### config.mk
export PLATFORM = sky130hd
export DESIGN_NAME = baud_frac_gen
export DESIGN_NICKNAME = d
export VERILOG_FILES = /design/src/rtl/baud_pkg.sv /design/src/rtl/baud_tap_sel.sv /design/src/rtl/baud_frac_phase.sv /design/src/rtl/baud_div_fsm.sv /design/src/rtl/baud_out_stage.sv /design/src/rtl/baud_frac_gen.sv
export SDC_FILE = /design/constraint.sdc
export NUM_CORES = 1
export LEC_CHECK = 0
export BUFFER_PORTS_ARGS = -buffer_cell sky130_fd_sc_hd__buf_4
export CAP_MARGIN = 10
export CORE_MARGIN = 3
export CORE_UTILIZATION = 55
export CTS_BUF_LIST = sky130_fd_sc_hd__clkbuf_4
export DETAILED_ROUTE_END_ITERATION = 8
export PLACE_DENSITY = 0.81
export SETUP_SLACK_MARGIN = 0.3
export SKIP_CTS_REPAIR_TIMING = 1
export SYNTH_ARGS = -nofsm -noshare
export SYNTH_HDL_FRONTEND = slang
export SYNTH_SLANG_ARGS = --single-unit
### constraint.sdc
create_clock -name clk -period 2.3 [get_ports clk]
set_input_delay 0.115 -clock clk [delete_from_list [all_inputs] [get_ports clk]]
set_output_delay 0.115 -clock clk [all_outputs]
set_load 0.02 [all_outputs]
### src/rtl/baud_pkg.sv
package baud_pkg;
    typedef enum logic {
        S_COUNT = 1'b0,
        S_EXTRA = 1'b1
    } div_state_t;
endpackage

### src/rtl/baud_tap_sel.sv
module baud_tap_sel #(
    parameter int SEL_W = 2
) (
    input  logic [(1<<SEL_W)-1:0] tap_in,
    input  logic [SEL_W-1:0]      tap_sel,
    output logic                  hit
);
    localparam int NTAP = 1 << SEL_W;

    logic [NTAP-1:0] gated;

    for (genvar g = 0; g < NTAP; g++) begin : g_tap
        assign gated[g] = tap_in[g] && (tap_sel == SEL_W'(g));
    end

    assign hit = |gated;
endmodule

### src/rtl/baud_frac_phase.sv
module baud_frac_phase #(
    parameter int DIV_W = 4
) (
    input  logic             clk,
    input  logic             rst_n,
    input  logic             clr,
    input  logic             adv,
    input  logic [DIV_W-1:0] frac_k,
    output logic             carry
);
    localparam logic [DIV_W:0] FULL = {1'b1, {DIV_W{1'b0}}};

    logic [DIV_W-1:0] acc;
    logic [DIV_W:0]   step;
    logic [DIV_W:0]   sum;

    always_comb begin
        step  = FULL - {1'b0, frac_k};
        sum   = {1'b0, acc} + step;
        carry = sum[DIV_W];
    end

    always_ff @(posedge clk or negedge rst_n) begin
        if (!rst_n) begin
            acc <= '0;
        end else if (clr) begin
            acc <= '0;
        end else if (adv) begin
            acc <= sum[DIV_W-1:0];
        end
    end

    // the phase moves only at a period end
    phase_hold_chk: assert property (@(posedge clk) disable iff (!rst_n)
        (!adv && !clr) |=> $stable(acc));
endmodule

### src/rtl/baud_div_fsm.sv
module baud_div_fsm
    import baud_pkg::*;
#(
    parameter int DIV_W = 4
) (
    input  logic             clk,
    input  logic             rst_n,
    input  logic             hit,
    input  logic             cfg_wr,
    input  logic [DIV_W-1:0] div_int,
    input  logic             frac_en,
    input  logic             carry,
    output logic             phase_adv,
    output logic             gen_tick
);
    localparam logic [DIV_W-1:0] ONE = {{(DIV_W-1){1'b0}}, 1'b1};

    div_state_t       state, state_n;
    logic [DIV_W-1:0] cnt, cnt_n;
    logic             tick_n;
    logic [DIV_W-1:0] last;
    logic             frac_on;
    logic             at_end;

    always_comb begin
        last    = div_int - ONE;
        frac_on = frac_en && (div_int != ONE);
        at_end  = (state == S_COUNT) && (cnt == last);
    end

    // state register
    always_ff @(posedge clk or negedge rst_n) begin
        if (!rst_n) begin
            state    <= S_COUNT;
            cnt      <= '0;
            gen_tick <= 1'b0;
        end else begin
            state    <= state_n;
            cnt      <= cnt_n;
            gen_tick <= tick_n;
        end
    end

    // next state and outputs
    always_comb begin
        state_n   = state;
        cnt_n     = cnt;
        tick_n    = 1'b0;
        phase_adv = 1'b0;
        if (cfg_wr) begin
            state_n = S_COUNT;
            cnt_n   = '0;
        end else if (hit) begin
            unique case (state)
                S_COUNT: begin
                    if (at_end) begin
                        cnt_n     = '0;
                        phase_adv = frac_on;
                        if (frac_on && carry) begin
                            state_n = S_EXTRA;
                        end else begin
                            tick_n = 1'b1;
                        end
                    end else begin
                        cnt_n = cnt + ONE;
                    end
                end
                S_EXTRA: begin
                    state_n = S_COUNT;
                    tick_n  = 1'b1;
                end
                default: state_n = S_COUNT;
            endcase
        end
    end

    // a restart is never followed by an output
    cfg_quiet_chk: assert property (@(posedge clk) disable iff (!rst_n)
        cfg_wr |=> !gen_tick);

    // every output is caused by a selected tap
    tap_cause_chk: assert property (@(posedge clk) disable iff (!rst_n)
        gen_tick |-> $past(hit));

    // the extra state is never entered without an active fraction
    extra_gate_chk: assert property (@(posedge clk) disable iff (!rst_n)
        (state == S_EXTRA) |-> $past(frac_on));
endmodule

### src/rtl/baud_out_stage.sv
module baud_out_stage #(
    parameter int OS_W = 4
) (
    input  logic clk,
    input  logic rst_n,
    input  logic cfg_wr,
    input  logic gen_tick,
    input  logic sync_mode,
    output logic tick16,
    output logic bit_tick,
    output logic sclk
);
    logic [OS_W-1:0] os_cnt;

    always_ff @(posedge clk or negedge rst_n) begin
        if (!rst_n) begin
            os_cnt <= '0;
            sclk   <= 1'b0;
        end else if (cfg_wr) begin
            os_cnt <= '0;
            sclk   <= 1'b0;
        end else if (gen_tick) begin
            os_cnt <= os_cnt + 1'b1;
            if (sync_mode) begin
                sclk <= ~sclk;
            end
        end
    end

    always_comb begin
        tick16   = gen_tick && !sync_mode;
        bit_tick = tick16 && (&os_cnt);
    end

    // a bit tick is always also an oversampling tick
    bit_in_tick_chk: assert property (@(posedge clk) disable iff (!rst_n)
        bit_tick |-> tick16);

    // the shift clock moves only after an output in synchronous mode, or on restart
    sclk_cause_chk: assert property (@(posedge clk) disable iff (!rst_n)
        !$stable(sclk) |-> (($past(gen_tick) && $past(sync_mode)) || $past(cfg_wr)));
endmodule

### src/rtl/baud_frac_gen.sv
module baud_frac_gen #(
    parameter int SEL_W = 2,
    parameter int DIV_W = 4,
    parameter int OS_W  = 4
) (
    input  logic                  clk,
    input  logic                  rst_n,
    input  logic [(1<<SEL_W)-1:0] tap_in,
    input  logic [SEL_W-1:0]      tap_sel,
    input  logic [DIV_W-1:0]      div_int,
    input  logic [DIV_W-1:0]      frac_k,
    input  logic                  frac_en,
    input  logic                  sync_mode,
    input  logic                  cfg_wr,
    output logic                  tick16,
    output logic                  bit_tick,
    output logic                  sclk
);
    logic hit;
    logic carry;
    logic phase_adv;
    logic gen_tick;

    baud_tap_sel #(.SEL_W(SEL_W)) u_sel (
        .tap_in  (tap_in),
        .tap_sel (tap_sel),
        .hit     (hit)
    );

    baud_frac_phase #(.DIV_W(DIV_W)) u_phase (
        .clk    (clk),
        .rst_n  (rst_n),
        .clr    (cfg_wr),
        .adv    (phase_adv),
        .frac_k (frac_k),
        .carry  (carry)
    );

    baud_div_fsm #(.DIV_W(DIV_W)) u_fsm (
        .clk       (clk),
        .rst_n     (rst_n),
        .hit       (hit),
        .cfg_wr    (cfg_wr),
        .div_int   (div_int),
        .frac_en   (frac_en),
        .carry     (carry),
        .phase_adv (phase_adv),
        .gen_tick  (gen_tick)
    );

    baud_out_stage #(.OS_W(OS_W)) u_out (
        .clk       (clk),
        .rst_n     (rst_n),
        .cfg_wr    (cfg_wr),
        .gen_tick  (gen_tick),
        .sync_mode (sync_mode),
        .tick16    (tick16),
        .bit_tick  (bit_tick),
        .sclk      (sclk)
    );
endmodule

==> results.py, run 1 <==
metrics = {
    "floorplanning": {
        "fp.dieW_um": 48.7,
        "core_area_um2": 1610,
        "fp.dieH_um": 48.7,
        "start_util_pct": 62.3,
        "io_pins": 22,
        "placementRows": 14,
        "die_area_um2": 2380,
    },
    "outcome": {
        "status": "complete, no violations",
    },
    "sta": {
        "max_freq_mhz": 529,
        "worst_pin_slew_ns": 0.272,
        "slew_headroom_pct": 81.7,
        "rsz0062_at_grt": "false",
        "min_period_ns": 1.89,
        "setup_viol": 0,
        "setup_tns_ns": 0,
        "finalClockSkew_ns": 0.00261,
        "hold_viol_final": 0,
        "maxSlewViolCount": 0,
        "timing.final.crit_share_pct": 82.2,
    },
    "grt": {
        "grt_pass1_wl_um": 3380,
        "grtUsageTotal_pct": 18.0,
        "antenna_found_initial": 0,
        "grt_pass1_vias": 773,
        "grt_max_degree": 16,
        "overflow": 0,
    },
    "clocking": {
        "clock-sinks": 15,
        "htreeDepth": 1,
        "cts_buffers": 3,
        "cts_buffer_depth": 2,
        "clock-root-buffer": "clkbuf_4",
        "cts_tree": "built",
        "clk_pin_slew_ns": 0.08,
        "clock_latency_ns": 0.28,
    },
    "yosys": {
        "synthesis.area_um2": 1000,
        "avgSynthCellArea_um2": 9.75,
        "ys_seq_area_share_pct": 37.4,
        "synthAdderAreaFrac_pct": 12.0,
        "yosysWarningCount": 0,
        "synth_xor_area_share_pct": 11.1,
        "synth_fp_nets": 131,
        "synth_flop_cell": "dfrtp_1",
        "synth_top_family_by_area": "simple AND/OR/NAND/NOR gates",
        "synth_cells": 103,
        "synth_edf_count": 0,
        "muxShareOfSynthArea_pct": 4.23,
        "synth-async-reset-ratio_pct": 100,
        "synth-compound-area-share_pct": 9.46,
        "synth_seq_cells": 15,
        "yosysUniqueCellTypes": 38,
        "synth-simple-area-share_pct": 20.2,
    },
    "setup_path": {
        "path_class": "flip-flop to flip-flop",
        "cp_data_required_time_ns": 2.47,
        "start_kind": "flip-flop",
        "timing.rr.start": "u_fsm.cnt[2]",
        "critPathArrivalTime_ns": 2.06,
        "r2r-end": "u_phase.acc[2]",
        "cp-end-kind": "flip-flop",
        "reg2reg_depth": 5,
        "reg2reg_slack_ns": 0.41,
        "worstPathMaxFanout": 7,
    },
    "job": {
        "drv_cap": 0,
    },
    "routing": {
        "dr.pass1.iters": 4,
        "routedWlPerCell_um": 12.5,
        "vias": 784,
        "drc": 0,
        "postRouteAntennaNets": 0,
        "postRouteWirelength_um": 1870,
        "via_per_inst": 5.23,
        "dr.first_iter.drc_count": 15,
    },
    "layout": {
        "multi_input_area_um2": 582,
        "fillers": 129,
        "fin_nets": 155,
        "final_common_cell": "buf_4",
        "layout-drive-gt1-share_pct": 23.0,
        "area_delta_synth_final_pct": 21.7,
        "antenna_cells": 0,
        "utilization_pct": 75.9,
        "final_cell_mix": "buf_4, dfrtp_1, inv_1, nor2_1",
        "fin_area_um2": 1220,
        "regArea_um2": 375,
    },
    "placement": {
        "gp_congestion": 0.849,
        "dpl_cell_area_um2": 1170,
        "dp_hpwl_um": 1490,
        "port_buffers": 21,
    },
    "power_and_ir_drop": {
        "p_leak_nw": 0.594,
        "p_per_area_nw_per_um2": 456,
        "irDropWorstVdd_uv": 485,
    },
    "min_path": {
        "hp-start": "cfg_wr",
        "whs_endpoint": "u_fsm.cnt[1]",
        "whs_path_depth": 2,
        "hold_class": "input port to flip-flop",
    },
}
==> critical path, stage by stage, from the launching register on <==
cell and delay [ns]:
dfrtp_1 0.40, xor3_1 0.47, nor4_4 0.31, and4b_2 0.36, mux2i_1 0.20, nor2_1 0.05
==> routing by layer <==
| metal | wire length [um] | vias to the layer above | global-route usage, % |
|---|---|---|---|
| met2 | 968 | 17 | 29.0 |
| met4 | 0 | 0 | 1.42 |
| li1 | - | 405 | - |
| met3 | 95 | 0 | 6.13 |
| met1 | 810 | 362 | 24.6 |
| met5 | 0 | - | 0 |
==> cell families (layout without fill, tap and decap cells) <==
logic type / count (synthesis) / after routing
fa+ha+maj: 9 / 9
xor+xnor: 11 / 11
buf+inv: 13 / 36
flops: 15 / 15
compound gates: 15 / 15
simple gates: 37 / 37
mux: 3 / 3
==> synth_stat cells (2+ instances only) <==
master | instances | share of area, %
inv_1 | 10 | 3.7
xor2_1 | 4 | 3.5
nor2_1 | 10 | 3.7
mux2i_1 | 2 | 2.0
xnor2_1 | 6 | 5.2
a211oi_1 | 2 | 1.5
nand3_1 | 3 | 1.5
nand2b_1 | 2 | 1.2
nor2b_1 | 3 | 1.9
ha_1 | 8 | 10
nand2_1 | 8 | 3.0
a21oi_1 | 5 | 2.5
dfrtp_1 | 15 | 37
==> stage by stage <==
| stage | total power [W] | setup WS [ns] | hold slack (ns) | cells |
|---|---|---|---|---|
| CTS | 0.000559 | 0.353 | -0.330 | 149 |
| floorplan | 0.000353 | 0.533 | -0.181 | 103 |
| detailed placement | 0.000400 | 0.368 | -0.0219 | 145 |
| finish | 0.000557 | 0.410 | 0.108 | 150 |
| global placement | 0.000395 | 0.441 | -0.0260 | 145 |
| global route | 0.000594 | 0.282 | 0.118 | 150 |
==> sequential cells by signal, summed over array words and instances, names as in the netlist <==
register and flops:
u_out.sclk 1, u_fsm.state 1, u_fsm.gen_tick 1, u_phase.acc 4, u_out.os_cnt 4, u_fsm.cnt 4
==> layout make-up <==
cell class	instances	share of cell area, %
Sequential cell	15	30.7
Clock buffer	4	2.46
Multi-Input combinational cell	75	47.6
Inverter	10	3.07
Timing Repair Buffer	22	13.7
Tap cell	24	2.46
==> where the power goes <==
part	total, W	switching (W)	internal, W	leakage (nW)
Sequential	0.000279	0.00000854	0.000271	0.208
Combinational	0.000121	0.0000581	0.0000631	0.368
Clock	0.000157	0.0000779	0.0000791	0.0184
==> worst max-delay path by stage <==
stage | from | endpoint | cells past startpoint
floorplan | u_fsm.cnt[2] | u_phase.acc[2] | 6
global placement | u_fsm.cnt[2] | u_phase.acc[2] | 5
detailed placement | u_fsm.cnt[2] | u_phase.acc[2] | 5
CTS | u_fsm.cnt[2] | u_phase.acc[2] | 5
global route | u_fsm.cnt[2] | u_phase.acc[2] | 5
finish | u_fsm.cnt[2] | u_phase.acc[2] | 5
No activity file was read; power rests on OpenSTA's default activity.
==> run 2: changes to the inputs <==
- ABC_AREA: not set -> 1
- PLACE_DENSITY: 0.81 -> 0.8
- clock period: 2.3 -> 1.77 ns (I/O delays scaled with it)
==> results.py, run 2 <==
metrics = {
    "sta": {
        "timing.final.crit_share_pct": 85.6,
        "hold_viol_final": 0,
        "finalClockSkew_ns": 0.00402,
        "slew_headroom_pct": 74.1,
        "setup_viol": 0,
        "maxSlewViolCount": 0,
        "rsz0062_at_grt": "true",
        "min_period_ns": 1.52,
        "setup_tns_ns": 0,
        "max_freq_mhz": 660,
        "worst_pin_slew_ns": 0.388,
    },
    "grt": {
        "grtUsageTotal_pct": 20.6,
        "grt_pass1_wl_um": 4040,
        "grt_max_degree": 16,
        "grt_pass1_vias": 1018,
        "overflow": 0,
        "antenna_found_initial": 0,
    },
    "placement": {
        "dpl_cell_area_um2": 1260,
        "port_buffers": 21,
        "gp_congestion": 0.886,
        "dp_hpwl_um": 1900,
    },
    "layout": {
        "layout-drive-gt1-share_pct": 19.4,
        "utilization_pct": 73.7,
        "fin_area_um2": 1330,
        "area_delta_synth_final_pct": 21.5,
        "fillers": 154,
        "final_common_cell": "nand2_1",
        "final_cell_mix": "nand2_1, inv_1, buf_4",
        "antenna_cells": 0,
        "top_regs": "u_fsm.cnt (4), u_out.os_cnt (4), u_phase.acc (4)",
        "fin_nets": 209,
    },
    "clocking": {
        "clock-sinks": 15,
        "cts_buffers": 3,
        "clock_latency_ns": 0.28,
        "clk_pin_slew_ns": 0.09,
        "htreeDepth": 1,
        "cts_tree": "built",
        "cts_buffer_depth": 2,
        "clock-root-buffer": "clkbuf_4",
    },
    "setup_path": {
        "start_kind": "flip-flop",
        "path_class": "flip-flop to flip-flop",
        "worstPathMaxFanout": 2,
        "reg2reg_slack_ns": 0.25,
        "critPathArrivalTime_ns": 1.69,
        "slowest_stage": "dfrtp_1",
        "path_cells": "inv_1 > ha_2 > fa_2 > nand3b_1 > a21oi_2 > nand3b_1 > nand2_1",
        "cp-end-kind": "flip-flop",
        "cp_common_cell": "nand3b_1",
        "cp.buffers_inverters": 1,
        "path_delay_family": "adder cells",
        "cpPeakStageDelay_ns": 0.36,
        "cp_data_required_time_ns": 1.95,
    },
    "power_and_ir_drop": {
        "irDropWorstVdd_uv": 499,
        "p_leak_nw": 0.698,
        "p_per_area_nw_per_um2": 657,
        "p_total_w": 0.000873,
    },
    "yosys": {
        "muxShareOfSynthArea_pct": 0,
        "ys_top_cells_by_area": "dfrtp_1, nand2_1, ha_1, inv_1, nand3_1",
        "synth-async-reset-ratio_pct": 100,
        "synth_common_cells": "nand2_1, inv_1, nor2_1, nand3_1, dfrtp_1",
        "synth_xor_area_share_pct": 2.41,
        "synthesis.area_um2": 1090,
        "synth-simple-area-share_pct": 37.3,
        "synth_seq_cells": 15,
        "synth-compound-area-share_pct": 5.27,
        "avgSynthCellArea_um2": 7.00,
        "yosysUniqueCellTypes": 21,
        "synth_top_area_cell": "dfrtp_1",
        "yosysMostFrequentCell": "nand2_1",
        "synthAdderAreaFrac_pct": 11.0,
        "synth_top_family_by_area": "simple AND/OR/NAND/NOR gates",
        "synth_edf_count": 0,
        "synth_flop_cell": "dfrtp_1",
        "synth_fp_nets": 184,
        "synth_cells": 156,
        "yosysWarningCount": 0,
        "synth_top_area_share_pct": 34.4,
        "ys_seq_area_share_pct": 34.4,
    },
    "min_path": {
        "hold_class": "input port to flip-flop",
    },
    "routing": {
        "routedWlPerCell_um": 12.0,
        "via_per_inst": 5.20,
        "vias": 1065,
        "dr.first_iter.drc_count": 27,
        "postRouteAntennaNets": 0,
        "dr.pass1.iters": 4,
        "drc": 0,
        "postRouteWirelength_um": 2460,
    },
    "floorplanning": {
        "die_area_um2": 2560,
        "fp.dieW_um": 50.6,
        "start_util_pct": 60.6,
        "fp.dieH_um": 50.6,
        "io_pins": 22,
        "core_area_um2": 1800,
        "placementRows": 15,
    },
    "outcome": {
        "status": "complete, no violations",
    },
    "job": {
        "drv_cap": 0,
    },
}
## run 2: kinds of logic (layout without fill, tap and decap cells)
kind of cell / count (synthesis) / count (layout)
and+or+nand+nor: 93 / 93
buffers and inverters: 25 / 49
DFF: 15 / 15
AOI/OAI and AO/OA: 11 / 11
adders and majority gates: 9 / 9
xor gates and xnor gates: 3 / 3
## run 2: cell type report
type / count / area [um2] / area share (%)
clock buffers: 4 / 30.0 / 2.26
inverters: 23 / 86.3 / 6.50
multi-input cells: 116 / 636 / 47.9
flip-flops and latches: 15 / 377 / 28.4
well taps: 25 / 31.3 / 2.36
repair buffers: 22 / 168 / 12.6
## run 2: metrics by stage
| stage | worst slack [ns] | hold slack [ns] | std cells |
|---|---|---|---|
| 5_1_grt | 0.184 | 0.0660 | 205 |
| 6_report | 0.254 | 0.0687 | 205 |
| 3_3_place_gp | 0.281 | -0.0450 | 200 |
| 3_5_place_dp | 0.222 | -0.0440 | 200 |
| 2_1_floorplan | 0.325 | -0.207 | 156 |
| 4_1_cts | 0.195 | -0.357 | 204 |
## run 2: worst reg2reg max path, delay by kind of cell, from the launching register on
| kind | cells | cell delay (ns) |
|---|---|---|
| adder cells (fa/ha/maj) | 2 | 0.51 |
| flip-flops | 1 | 0.36 |
| AND/OR/NAND/NOR | 3 | 0.35 |
| AO/OA/AOI/OAI | 1 | 0.16 |
| buffers and inverters | 1 | 0.05 |
## run 2: report_power, final
group	internal, W	total [W]	leakage, nW	switching [W]
logic	0.000122	0.000263	0.477	0.000141
registers	0.000370	0.000397	0.202	0.0000275
clock network	0.000103	0.000212	0.0184	0.000110
total	0.000594	0.000873	0.698	0.000278
## run 2: final timing paths
check / cells after the start / to / start
worst max-delay path: 7 / u_fsm.gen_tick / u_phase.acc[0]
worst min-delay path: 2 / u_out.os_cnt[1] / cfg_wr
worst max register to register: 7 / u_fsm.gen_tick / u_phase.acc[0]
worst min register to register: 2 / u_fsm.cnt[3] / u_fsm.cnt[3]
max in group asynchronous: 2 / u_fsm.gen_tick / rst_n
min in group asynchronous: 2 / u_phase.acc[2] / rst_n
## run 2: metal layers
metal | part of all wire, % | track usage, % | vias up
li1 | - | - | 541
met1 | 46 | 24.0 | 491
met2 | 48 | 36.1 | 27
met3 | 3.9 | 4.45 | 6
met4 | 2.1 | 8.52 | 0
met5 | 0 | 0 | -
==> run 3: changes to the inputs <==
--- a/config.mk
+++ b/config.mk
@@ -14,4 +14,5 @@
 export DETAILED_ROUTE_END_ITERATION = 8
 export PLACE_DENSITY = 0.8
+export RECOVER_POWER = 50
 export SETUP_SLACK_MARGIN = 0.3
 export SKIP_CTS_REPAIR_TIMING = 1
==> constraint.sdc (replaced) <==
create_clock -name clk -period 1.77 [get_ports clk]
set_input_delay 0.177 -clock clk [delete_from_list [all_inputs] [get_ports clk]]
set_output_delay 0.177 -clock clk [all_outputs]
set_load 0.02 [all_outputs]
==> results.py, run 3 (synthesis results as in run 2) <==
metrics = {
    "routing": {
        "dr.first_iter.drc_count": 27,
        "dr.pass1.iters": 5,
        "drc": 0,
        "vias": 1106,
        "via_per_inst": 5.32,
        "postRouteWirelength_um": 2550,
        "routedWlPerCell_um": 12.2,
        "postRouteAntennaNets": 0,
    },
    "grt": {
        "grt_use_met1_pct": 26.5,
        "overflow": 0,
        "grt_pass1_vias": 1033,
        "grt_use_met2_pct": 38.5,
        "grt_max_degree": 16,
        "met3_usage_pct": 2.67,
        "antenna_found_initial": 0,
        "grt_pass1_wl_um": 4200,
        "grtUsageTotal_pct": 21.1,
        "grt_busiest_layer": "met2",
    },
    "sta": {
        "rsz0062_at_grt": "true",
        "slew_headroom_pct": 44.0,
        "setup_viol": 0,
        "max_freq_mhz": 639,
        "setup_tns_ns": 0,
        "maxSlewViolCount": 0,
        "finalClockSkew_ns": 0.00500,
        "worst_pin_slew_ns": 0.840,
        "timing.final.crit_share_pct": 88.5,
        "min_period_ns": 1.57,
        "hold_viol_final": 0,
    },
    "placement": {
        "gp_congestion": 0.865,
        "dp_hpwl_um": 1900,
        "port_buffers": 21,
        "dp.cells": 200,
    },
    "setup_path": {
        "path_class": "flip-flop to flip-flop",
        "cpPeakStageDelay_ns": 0.36,
        "slowest_stage": "dfrtp_1",
        "cp.buffers_inverters": 1,
        "cp-end-kind": "flip-flop",
        "start_kind": "flip-flop",
        "critPathArrivalTime_ns": 1.75,
        "worstPathMaxFanout": 2,
        "path_delay_family": "adder cells",
        "cp_data_required_time_ns": 1.95,
        "cp_common_cell": "nand3b_1",
        "path_cells": "inv_1 > ha_2 > fa_2 > nand3b_1 > a21oi_2 > nand3b_1 > nand2_1",
    },
    "layout": {
        "layout-drive-gt1-share_pct": 23.0,
        "final_common_cell": "nand2_1",
        "final_cell_mix": "nand2_1, inv_1, buf_4",
        "top_regs": "u_fsm.cnt (4), u_out.os_cnt (4), u_phase.acc (4)",
        "finalNonFillerCells": 208,
        "fin_nets": 212,
        "area_delta_synth_final_pct": 25.0,
        "antenna_cells": 0,
    },
    "power_and_ir_drop": {
        "irDropWorstVdd_uv": 416,
        "p_per_area_nw_per_um2": 634,
        "p_leak_nw": 0.711,
    },
    "job": {
        "drv_cap": 0,
    },
    "clocking": {
        "clock-root-buffer": "clkbuf_4",
        "clock-sinks": 15,
        "clock_latency_ns": 0.28,
        "clk_pin_slew_ns": 0.10,
        "cts_buffer_depth": 2,
        "htreeDepth": 1,
        "cts_tree": "built",
        "cts_buffers": 3,
    },
    "outcome": {
        "status": "complete, no violations",
    },
    "min_path": {
        "hold_class": "input port to flip-flop",
    },
    "floorplanning": {
        "placementRows": 15,
        "fp.dieH_um": 50.6,
        "fp.dieW_um": 50.6,
        "io_pins": 22,
        "start_util_pct": 60.6,
        "die_area_um2": 2560,
        "core_area_um2": 1800,
    },
}
[run 3: metrics by stage]
| step | util (%) | power, W | instance area, um2 | hold slack [ns] | worst slack, ns |
|---|---|---|---|---|---|
| floorplan | - | 0.000567 | 1100 | -0.119 | 0.325 |
| global placement | 70.5 | 0.000635 | 1270 | 0.0425 | 0.278 |
| detailed placement | 70.5 | 0.000647 | 1270 | 0.0451 | 0.202 |
| CTS | 72.0 | 0.000850 | 1300 | -0.273 | 0.199 |
| global route | 75.8 | 0.000933 | 1370 | 0.145 | 0.126 |
| finish | 75.8 | 0.000866 | 1370 | 0.156 | 0.204 |
[run 3: area by class of cell]
class	count	area (um2)
Clock buffer	3	22.5
Clock inverter	1	5.00
Fill cell	143	437
Inverter	23	88.8
Multi-Input combinational cell	116	654
Sequential cell	15	377
Tap cell	25	31.3
Timing Repair Buffer	25	186
[run 3: worst paths after layout]
path                                      from         endpoint  slack (ns)  depth (start not counted)
worst max-delay path            u_phase.acc[0]   u_fsm.gen_tick        0.20                          7
worst min-delay path                    cfg_wr  u_out.os_cnt[3]        0.16                          2
worst max register to register  u_phase.acc[0]   u_fsm.gen_tick        0.20                          7
worst min register to register  u_phase.acc[0]   u_phase.acc[0]        0.52                          2
max in group asynchronous                rst_n   u_fsm.gen_tick        0.69                          2
min in group asynchronous                rst_n   u_phase.acc[2]        0.51                          2
[run 3: metal layers]
layer  vias to the layer above  share of wire, %
li1                        555                 -
met1                       511                43
met2                        36                52
met3                         4               4.1
met4                         0              0.94
met5                         -                 0
[run 3: report_power, final]
group,switching [W],internal (W)
clock,0.000114,0.0000838
sequential,0.0000266,0.000370
combinational,0.000147,0.000124
total,0.000288,0.000578
